--- src/rtl/synth_div_pkg.sv ---
package synth_div_pkg;
  // Reference divider: 6-bit state, XNOR feedback from bits 5 and 4
  localparam int              REF_W    = 6;
  localparam logic [REF_W-1:0] REF_TAPS = 6'b11_0000;
  // Feedback divider: 8-bit state, XNOR feedback from bits 7,3,2,1
  localparam int              FB_W     = 8;
  localparam logic [FB_W-1:0] FB_TAPS  = 8'b1000_1110;
  // Post-divider stage field width and stage count
  localparam int              POST_W   = 3;
  localparam int              POST_N   = 2;
endpackage

--- src/rtl/div_rst_sync.sv ---
module div_rst_sync (
  input  logic i_clk,
  input  logic i_rst_n,
  output logic o_rst_n
);
  logic [1:0] sync_q;

  always_ff @(posedge i_clk or negedge i_rst_n) begin
    if (!i_rst_n) sync_q <= 2'b00;
    else          sync_q <= {sync_q[0], 1'b1};
  end

  assign o_rst_n = sync_q[1];
endmodule

--- src/rtl/lfsr_reload_div.sv ---
module lfsr_reload_div #(
  parameter int           W    = 6,
  parameter logic [W-1:0] TAPS = 6'b11_0000
) (
  input  logic         i_clk,
  input  logic         i_rst_n,
  input  logic         i_en,
  input  logic [W-1:0] i_reload,
  output logic         o_tick,
  output logic         o_div
);
  localparam logic [W-1:0] TERM = {{(W-1){1'b0}}, 1'b1};
  localparam logic [W-1:0] LOCK = {W{1'b1}};

  logic [W-1:0] lfsr_q, lfsr_d, step_v;
  logic         term_q, term_d;
  logic         div_q, div_d;
  logic         rld_go, is_lock;

  // XNOR feedback: the all-ones state maps onto itself and is never reached
  assign step_v  = {lfsr_q[W-2:0], ~(^(lfsr_q & TAPS))};
  assign is_lock = (i_reload == LOCK);
  assign rld_go  = i_en & term_q;

  always_comb begin
    lfsr_d = lfsr_q;
    term_d = term_q;
    div_d  = div_q;
    if (rld_go) begin
      // reload cycle: code sampled here only; all-ones keeps the stage terminal
      lfsr_d = i_reload;
      term_d = is_lock;
      div_d  = is_lock ? div_q : ~div_q;
    end else begin
      lfsr_d = step_v;
      term_d = (step_v == TERM);
    end
  end

  always_ff @(posedge i_clk or negedge i_rst_n) begin
    if (!i_rst_n) begin
      lfsr_q <= TERM;
      term_q <= 1'b1;
      div_q  <= 1'b0;
    end else if (i_en) begin
      lfsr_q <= lfsr_d;
      term_q <= term_d;
      div_q  <= div_d;
    end
  end

  assign o_tick = rld_go;
  assign o_div  = div_q;

  // a counting stage never sits in the lockup state
  p_no_lockup_r1: assert property (@(posedge i_clk) disable iff (!i_rst_n)
    !term_q |-> (lfsr_q != LOCK));
  // divided output moves only after a tick cycle
  p_div_only_on_tick_r4: assert property (@(posedge i_clk) disable iff (!i_rst_n)
    !(i_en && term_q) |=> $stable(o_div));
  // an ordinary code is taken into the state at the reload edge
  p_code_loaded_r5: assert property (@(posedge i_clk) disable iff (!i_rst_n)
    (i_en && term_q && (i_reload != LOCK)) |=> (!term_q && lfsr_q == $past(i_reload)));
  // divide-by-1 keeps the stage in its terminal state
  p_bypass_stays_r3: assert property (@(posedge i_clk) disable iff (!i_rst_n)
    (i_en && term_q && (i_reload == LOCK)) |=> term_q);
  // no progress without enable
  p_idle_hold_r6: assert property (@(posedge i_clk) disable iff (!i_rst_n)
    !i_en |=> ($stable(lfsr_q) && $stable(term_q)));
endmodule

--- src/rtl/post_div_stage.sv ---
module post_div_stage #(
  parameter int W = 3
) (
  input  logic         i_clk,
  input  logic         i_rst_n,
  input  logic         i_en,
  input  logic [W-1:0] i_code,
  output logic         o_tick
);
  localparam logic [W-1:0] LAST = {W{1'b1}};

  logic [W-1:0] cnt_q, cnt_d;
  logic         wrap;

  // counts from the code up to all-ones: period = 2**W - code
  assign wrap = (cnt_q == LAST);

  always_comb begin
    cnt_d = wrap ? i_code : cnt_q + 1'b1;
  end

  always_ff @(posedge i_clk or negedge i_rst_n) begin
    if (!i_rst_n)  cnt_q <= LAST;
    else if (i_en) cnt_q <= cnt_d;
  end

  assign o_tick = i_en & wrap;

  // the stage count holds while its enable is low
  p_post_hold_r6: assert property (@(posedge i_clk) disable iff (!i_rst_n)
    !i_en |=> $stable(cnt_q));
  // after a wrap the count equals the sampled field
  p_post_reload_r7: assert property (@(posedge i_clk) disable iff (!i_rst_n)
    (i_en && wrap) |=> (cnt_q == $past(i_code)));
endmodule

--- src/rtl/synth_divider_core.sv ---
module synth_divider_core
  import synth_div_pkg::*;
#(
  parameter int                RW     = REF_W,
  parameter logic [RW-1:0]     RTAPS  = REF_TAPS,
  parameter int                FW     = FB_W,
  parameter logic [FW-1:0]     FTAPS  = FB_TAPS,
  parameter int                PW     = POST_W,
  parameter int                PSTG   = POST_N
) (
  input  logic             i_clk,
  input  logic             i_rst_n,
  input  logic             i_ref_en,
  input  logic [RW-1:0]    i_ref_code,
  input  logic             i_vco_en,
  input  logic [FW-1:0]    i_fb_code,
  input  logic [PW*PSTG-1:0] i_post_cfg,
  output logic             o_ref_tick,
  output logic             o_ref_div,
  output logic             o_fb_tick,
  output logic             o_fb_div,
  output logic             o_pix_tick
);
  logic           rst_n;
  logic [PSTG:0]  post_en;

  div_rst_sync u_rst_sync (
    .i_clk   (i_clk),
    .i_rst_n (i_rst_n),
    .o_rst_n (rst_n)
  );

  lfsr_reload_div #(.W(RW), .TAPS(RTAPS)) u_ref_div (
    .i_clk    (i_clk),
    .i_rst_n  (rst_n),
    .i_en     (i_ref_en),
    .i_reload (i_ref_code),
    .o_tick   (o_ref_tick),
    .o_div    (o_ref_div)
  );

  lfsr_reload_div #(.W(FW), .TAPS(FTAPS)) u_fb_div (
    .i_clk    (i_clk),
    .i_rst_n  (rst_n),
    .i_en     (i_vco_en),
    .i_reload (i_fb_code),
    .o_tick   (o_fb_tick),
    .o_div    (o_fb_div)
  );

  // cascaded post-divider: stage g is enabled by the tick of stage g-1
  assign post_en[0] = i_vco_en;

  for (genvar g = 0; g < PSTG; g++) begin : g_post
    post_div_stage #(.W(PW)) u_stage (
      .i_clk   (i_clk),
      .i_rst_n (rst_n),
      .i_en    (post_en[g]),
      .i_code  (i_post_cfg[g*PW +: PW]),
      .o_tick  (post_en[g+1])
    );
  end

  assign o_pix_tick = post_en[PSTG];

  // the chain tick never fires without the oscillator-rate enable
  p_pix_needs_en_r7: assert property (@(posedge i_clk) disable iff (!rst_n)
    o_pix_tick |-> i_vco_en);
endmodule

--- config.mk ---
export PLATFORM = sky130hd
export DESIGN_NAME = synth_divider_core
export DESIGN_NICKNAME = d
export VERILOG_FILES = /design/src/rtl/synth_div_pkg.sv /design/src/rtl/div_rst_sync.sv /design/src/rtl/lfsr_reload_div.sv /design/src/rtl/post_div_stage.sv /design/src/rtl/synth_divider_core.sv
export SDC_FILE = /design/constraint.sdc
export NUM_CORES = 1
export LEC_CHECK = 0
export CORE_MARGIN = 2
export CORE_UTILIZATION = 49
export DETAILED_ROUTE_END_ITERATION = 12
export GPL_TIMING_DRIVEN = 0
export PLACE_DENSITY = 0.78
export SYNTH_ARGS = -nofsm -noshare
export SYNTH_HDL_FRONTEND = slang
export SYNTH_HIERARCHICAL = 1
export SYNTH_SLANG_ARGS = --single-unit
--- constraint.sdc ---
create_clock -name i_clk -period 2.15 [get_ports i_clk]
set_input_delay 0.43 -clock i_clk [delete_from_list [all_inputs] [get_ports i_clk]]
set_output_delay 0.43 -clock i_clk [all_outputs]
set_load 0.01 [all_outputs]
### Word-level counts from Yosys, hierarchy flattened

Cells that the tools add are included.

* flip-flop bits (word level): 26
* input port bits: 24
* output and inout bits: 5
* logic and storage cells: 37

* add/subtract/negate cells: 2
* equal/unequal tests: 6
* multiplexer cells: 6
* bitwise operators: 10
* reductions and logical operators: 4

Operators with widths (number)
* $eq A8 B1 Y1 const B: 1
* $eq A8 B8 Y1 const B: 1
* $mux W8: 1
* $reduce_xor A8 Y1: 1
* $add A3 B1 Y3 const B: 2
* $eq A3 B3 Y1 const B: 2
* $eq A6 B1 Y1 const B: 1
* $eq A6 B6 Y1 const B: 1
* $mux W3: 2
* $mux W6: 1
* $not A1 Y1: 6
* $reduce_and A3 Y1: 2
* $reduce_xor A6 Y1: 1
* $and A1 B1 Y1: 4
* $mux W1: 2

### Depth between registers and ports, before layout

* depth in word-level cells: 4
* gate-level depth with buffers: 5
* gate-level depth less buffers: 5

### Hierarchy

Netlist, hierarchy kept.

Modules (own cells, without submodules)
* lfsr_reload_div (u_fb_div): times used 1, cells an instance 51, area an instance 526.8 µm², sequential area each 252.7 µm²
* lfsr_reload_div (u_ref_div): times used 1, cells an instance 38, area an instance 410.4 µm², sequential area each 202.7 µm²
* post_div_stage: times used 2, cells an instance 16, area an instance 168.9 µm², sequential area each 78.8 µm²
* div_rst_sync: times used 1, cells an instance 3, area an instance 53.8 µm², sequential area each 50.0 µm²

### Worst setup path after synthesis

OpenSTA, ideal clock, no wires.

* kind: reg2out
* start: register g_post[0].u_stage.cnt_q[0]
* end: output port o_pix_tick
* data arrival time: 1253 ps
* data required time: 1720 ps
* slack: 467 ps
* stages on the path, launching flop included: 5
* buffers on the path: 0
* cells stage by stage: dfstp_2 > ha_1 > ha_1 > and2_2 > and2_2

* longest elaborated chain between the ends: 3

RTL lines
* start: declaration: RTL line post_div_stage.sv:12 `logic [W-1:0] cnt_q, cnt_d;`
* start signal: assignment: RTL line post_div_stage.sv:24 `else if (i_en) cnt_q <= cnt_d;`
* $eq A3 B3 Y1: RTL line post_div_stage.sv:16 `assign wrap = (cnt_q == LAST);`
* $and A1 B1 Y1: RTL line post_div_stage.sv:27 `assign o_tick = i_en & wrap;`
* named net post_en[1]: RTL line synth_divider_core.sv:25 `logic [PSTG:0] post_en;`
* $and A1 B1 Y1: RTL line post_div_stage.sv:27
* end: declaration: RTL line synth_divider_core.sv:22 `output logic o_pix_tick`

The timed path passes the listed nets, and every way through them passes these cells.

### Final worst setup path

* start: input port i_ref_en
* end: output port o_ref_tick

* longest elaborated chain between the ends: 1

RTL lines
* start: declaration: RTL line synth_divider_core.sv:13 `input logic i_ref_en,`
* $and A1 B1 Y1: RTL line lfsr_reload_div.sv:23 `assign rld_go = i_en & term_q;`
* end: declaration: RTL line synth_divider_core.sv:18 `output logic o_ref_tick,`

No other way between the ends.

==> impl_metrics.env <==
export IMPL_yosysWarnings=6
export IMPL_maxCapViolCount=0
export IMPL_met1_usage_pct=19.5
export IMPL_arrival_ps=1670
export IMPL_die_w_um=56.1
export IMPL_grt_pass1_wl_um=4120
export IMPL_ant_nets=0
export IMPL_root_buffer="clkbuf_4"
export IMPL_startpoint_type="input port"
export IMPL_yosys_area_top_type="dfrtp_1"
export IMPL_placedCellCount=182
export IMPL_drc=0
export IMPL_ys_flop_type="dfrtp_1"
export IMPL_ys_types=27
export IMPL_clk_transition_reported_paths_ps=130
export IMPL_place_congestion=0.880
export IMPL_syn_inst=124
export IMPL_ys_seq_elements=26
export IMPL_dpl_hpwl_um=1860
export IMPL_hold_class="input port to async pin"
export IMPL_max_stage_delay_ps=550
export IMPL_synthTopCellsByArea="dfrtp_1, dfstp_2, mux2i_1"
export IMPL_max_freq_mhz=475
export IMPL_worst_slew_pin_slew_ps=904
export IMPL_grtUsageTotal_pct=16.2
export IMPL_areaGrowthSynthToFinish_pct=33.0
export IMPL_start_util_pct=52.7
export IMPL_crit_path_cell_trace="clkdlybuf4s50_1 -> and2_4 -> clkdlybuf4s50_1"
export IMPL_cpMostUsedCell="clkdlybuf4s50_1"
export IMPL_fin_cells=191
export IMPL_grt_ovfl_total=0
export IMPL_final_setup_viol_count=0
export IMPL_fin_crit_sh_pct=97.9
export IMPL_synth_async_reset_ratio_pct=100
export IMPL_cts_buffer_depth=2
export IMPL_clock_sinks=26
export IMPL_grt_max_degree=25
export IMPL_hold_slack_ps=257
export IMPL_fp_dieH_um=56.1
export IMPL_viasPerCell=5.27
export IMPL_grt_pass1_vias=978
export IMPL_cp_slowest_cell="clkdlybuf4s50_1"
export IMPL_holdBufCountCts=0
export IMPL_synth_top_area_share_pct=30.1
export IMPL_antenna_cells=0
export IMPL_period_needed_ps=2100
export IMPL_drive_above_1_share_pct=21.7
export IMPL_syn_num_nets=152
export IMPL_crit_fanout=5
export IMPL_grtUsageMet3_pct=3.02
export IMPL_grt_busiest_layer="met2"
export IMPL_use_met2_pct=28.9
export IMPL_via_count=1007
export IMPL_max_slew_margin_pct=39.7
export IMPL_status="complete, no violations"
export IMPL_portBuffers=28
export IMPL_rr_worst_depth=6
export IMPL_cts_made_buffers=3
export IMPL_avgSynthCellArea_sq_um=10.7
export IMPL_num_io_pins=29
export IMPL_rows=18
export IMPL_synth_edf_count=0
export IMPL_die_area_sq_mm=0.00314
export IMPL_leakage_nw=0.680
export IMPL_ir_drop_v=0.000763
export IMPL_slew_violations=0
export IMPL_worst_ep_required_time_ps=1720
export IMPL_drt_iter0_markers=23
export IMPL_wirelength_um=2540
export IMPL_wl_per_cell_um=13.3
export IMPL_skew_ps=7.49
export IMPL_insertion_delay_ps=310
export IMPL_cts_tree="built"
export IMPL_ys_seq_area_share_pct=49.9
export IMPL_coreArea_sq_mm=0.00252
export IMPL_hold_viol=0
export IMPL_fin_nets=190
export IMPL_end_kind="output port"
export IMPL_antenna_found_initial=0
export IMPL_netlist_area_sq_mm=0.00133
export IMPL_power_density_mw_per_mm2=1060
export IMPL_cts_htree_levels=1
export IMPL_first_pass_iters=4
export IMPL_path_class="input port to output port"
==> through the flow <==
| step | worst slack (ps) | setup TNS, ps | area [sq um] | utilization (%) | total power [mW] |
|---|---|---|---|---|---|
| 5_1_grt | -5.76 | -5.76 | 1770 | 70.0 | 2.01 |
| 4_1_cts | 0.141 | 0 | 1720 | 68.4 | 1.80 |
| 3_5_place_dp | -296 | -554 | 1650 | 65.3 | 1.43 |
| 3_3_place_gp | -278 | -515 | 1650 | 65.3 | 1.40 |
| 2_1_floorplan | 467 | 0 | 1330 | - | 1.25 |
| 6_report | 45.7 | 0 | 1770 | 70.0 | 1.87 |
==> area by class of cell <==
| cell class | count | area (sq um) |
|---|---|---|
| well taps | 30 | 37.5 |
| plain buffers | 5 | 40.0 |
| repair buffers | 33 | 317 |
| multi-input cells | 92 | 653 |
| fillers | 192 | 756 |
| flip-flops and latches | 26 | 663 |
| inverters | 1 | 3.75 |
| clock inverters | 1 | 30.0 |
| clock buffers | 3 | 22.5 |
==> synth_stat cells (3+ instances only) <==
library cell / count
a21oi_1: 17
ha_1: 4
a31oi_1: 3
and2_2: 3
nor2_1: 21
dfstp_2: 10
mux2i_1: 17
xnor2_1: 4
buf_2: 3
dfrtp_1: 16
nand4_1: 3
nand2_1: 4
==> critical path: cells and delay by family <==
| kind | cells | cell delay (ps) |
|---|---|---|
| buffers and inverters | 2 | 1070 |
| AND/OR/NAND/NOR | 1 | 170 |
==> routing by layer <==
metal	share of wire (%)	vias to the layer above
met4	0.55	0
met2	50	23
li1	-	511
met3	4.6	2
met5	0	-
met1	45	471
==> logic make-up after synthesis <==
group           after synthesis  share of synthesized area (%)
buf+inv                       6                           3.11
other cells                   1                          0.282
mux                          17                           12.8
fa+ha+maj                     4                           3.77
flops                        26                           49.9
compound gates               25                           11.5
simple gates                 39                           14.1
xor+xnor                      6                           4.52
==> flip-flops by register name (all words and copies together), names as in the netlist <==
signal,count
u_ref_div/term_q,1
u_fb_div/term_q,1
u_fb_div/o_div,1
u_fb_div/lfsr_q,8
g_post.u_stage/cnt_q,6
u_ref_div/o_div,1
u_rst_sync/sync_q,2
u_ref_div/lfsr_q,6
==> worst paths after layout <==
kind / startpoint / endpoint / slack, ps
max reg2reg: g_post[0].u_stage/cnt_q[0]$_DFFE_PN1P_ / g_post[1].u_stage/cnt_q[2]$_DFFE_PN1P_ / 750
max: i_ref_en / o_ref_tick / 50
min in group i_clk: u_rst_sync/sync_q[0]$_DFF_PN0_ / u_rst_sync/sync_q[1]$_DFF_PN0_ / 370
min reg2reg: u_rst_sync/sync_q[0]$_DFF_PN0_ / u_rst_sync/sync_q[1]$_DFF_PN0_ / 370
max in group asynchronous: u_rst_sync/sync_q[1]$_DFF_PN0_ / u_ref_div/o_div$_DFFE_PN0P_ / 1210
min: i_rst_n / u_rst_sync/sync_q[0]$_DFF_PN0_ / 260
==> power by group <==
part | switching [mW] | internal [mW]
registers | 0.153 | 0.702
clock network | 0.131 | 0.188
logic | 0.287 | 0.408
==> placed cells by master (no fill, tap or decap) <==
cell             Yosys  routed
mux2i_1             17      17
buf_4                0       6
nor2_1              21      21
buf_6                2       2
o221ai_2             1       1
clkdlybuf4s15_2      0       1
and2_2               3       2
o2bb2ai_1            1       1
nand2_1              4       4
dlygate4sd2_1        0       2
nor4_1               2       2
dfstp_2             10      10
xnor2_1              4       4
or2_1                2       2
clkdlybuf4s50_1      0      25
buf_2                3       2
xor2_2               1       1
o21ai_0              2       2
xor2_1               1       1
bufinv_16            0       1
dfrtp_1             16      16
ha_1                 4       1
nand2b_1             1       1
nand4_1              3       3
clkbuf_4             0       3
o21a_4               1       1
nor3_1               1       1
a31oi_1              3       3
ha_2                 0       1
ha_4                 0       2
conb_1               1       1
inv_1                1       1
and2_4               1       2
a21oi_1             17      17
nand3b_1             1       1
==> repair_timing <==
action	CTS	global route
setup buffers	1	4
gates cloned	0	0
setup endpoints to repair	2	1
resized for setup	10	2
pin swaps	0	1
Power figures use the tool's default switching activity.
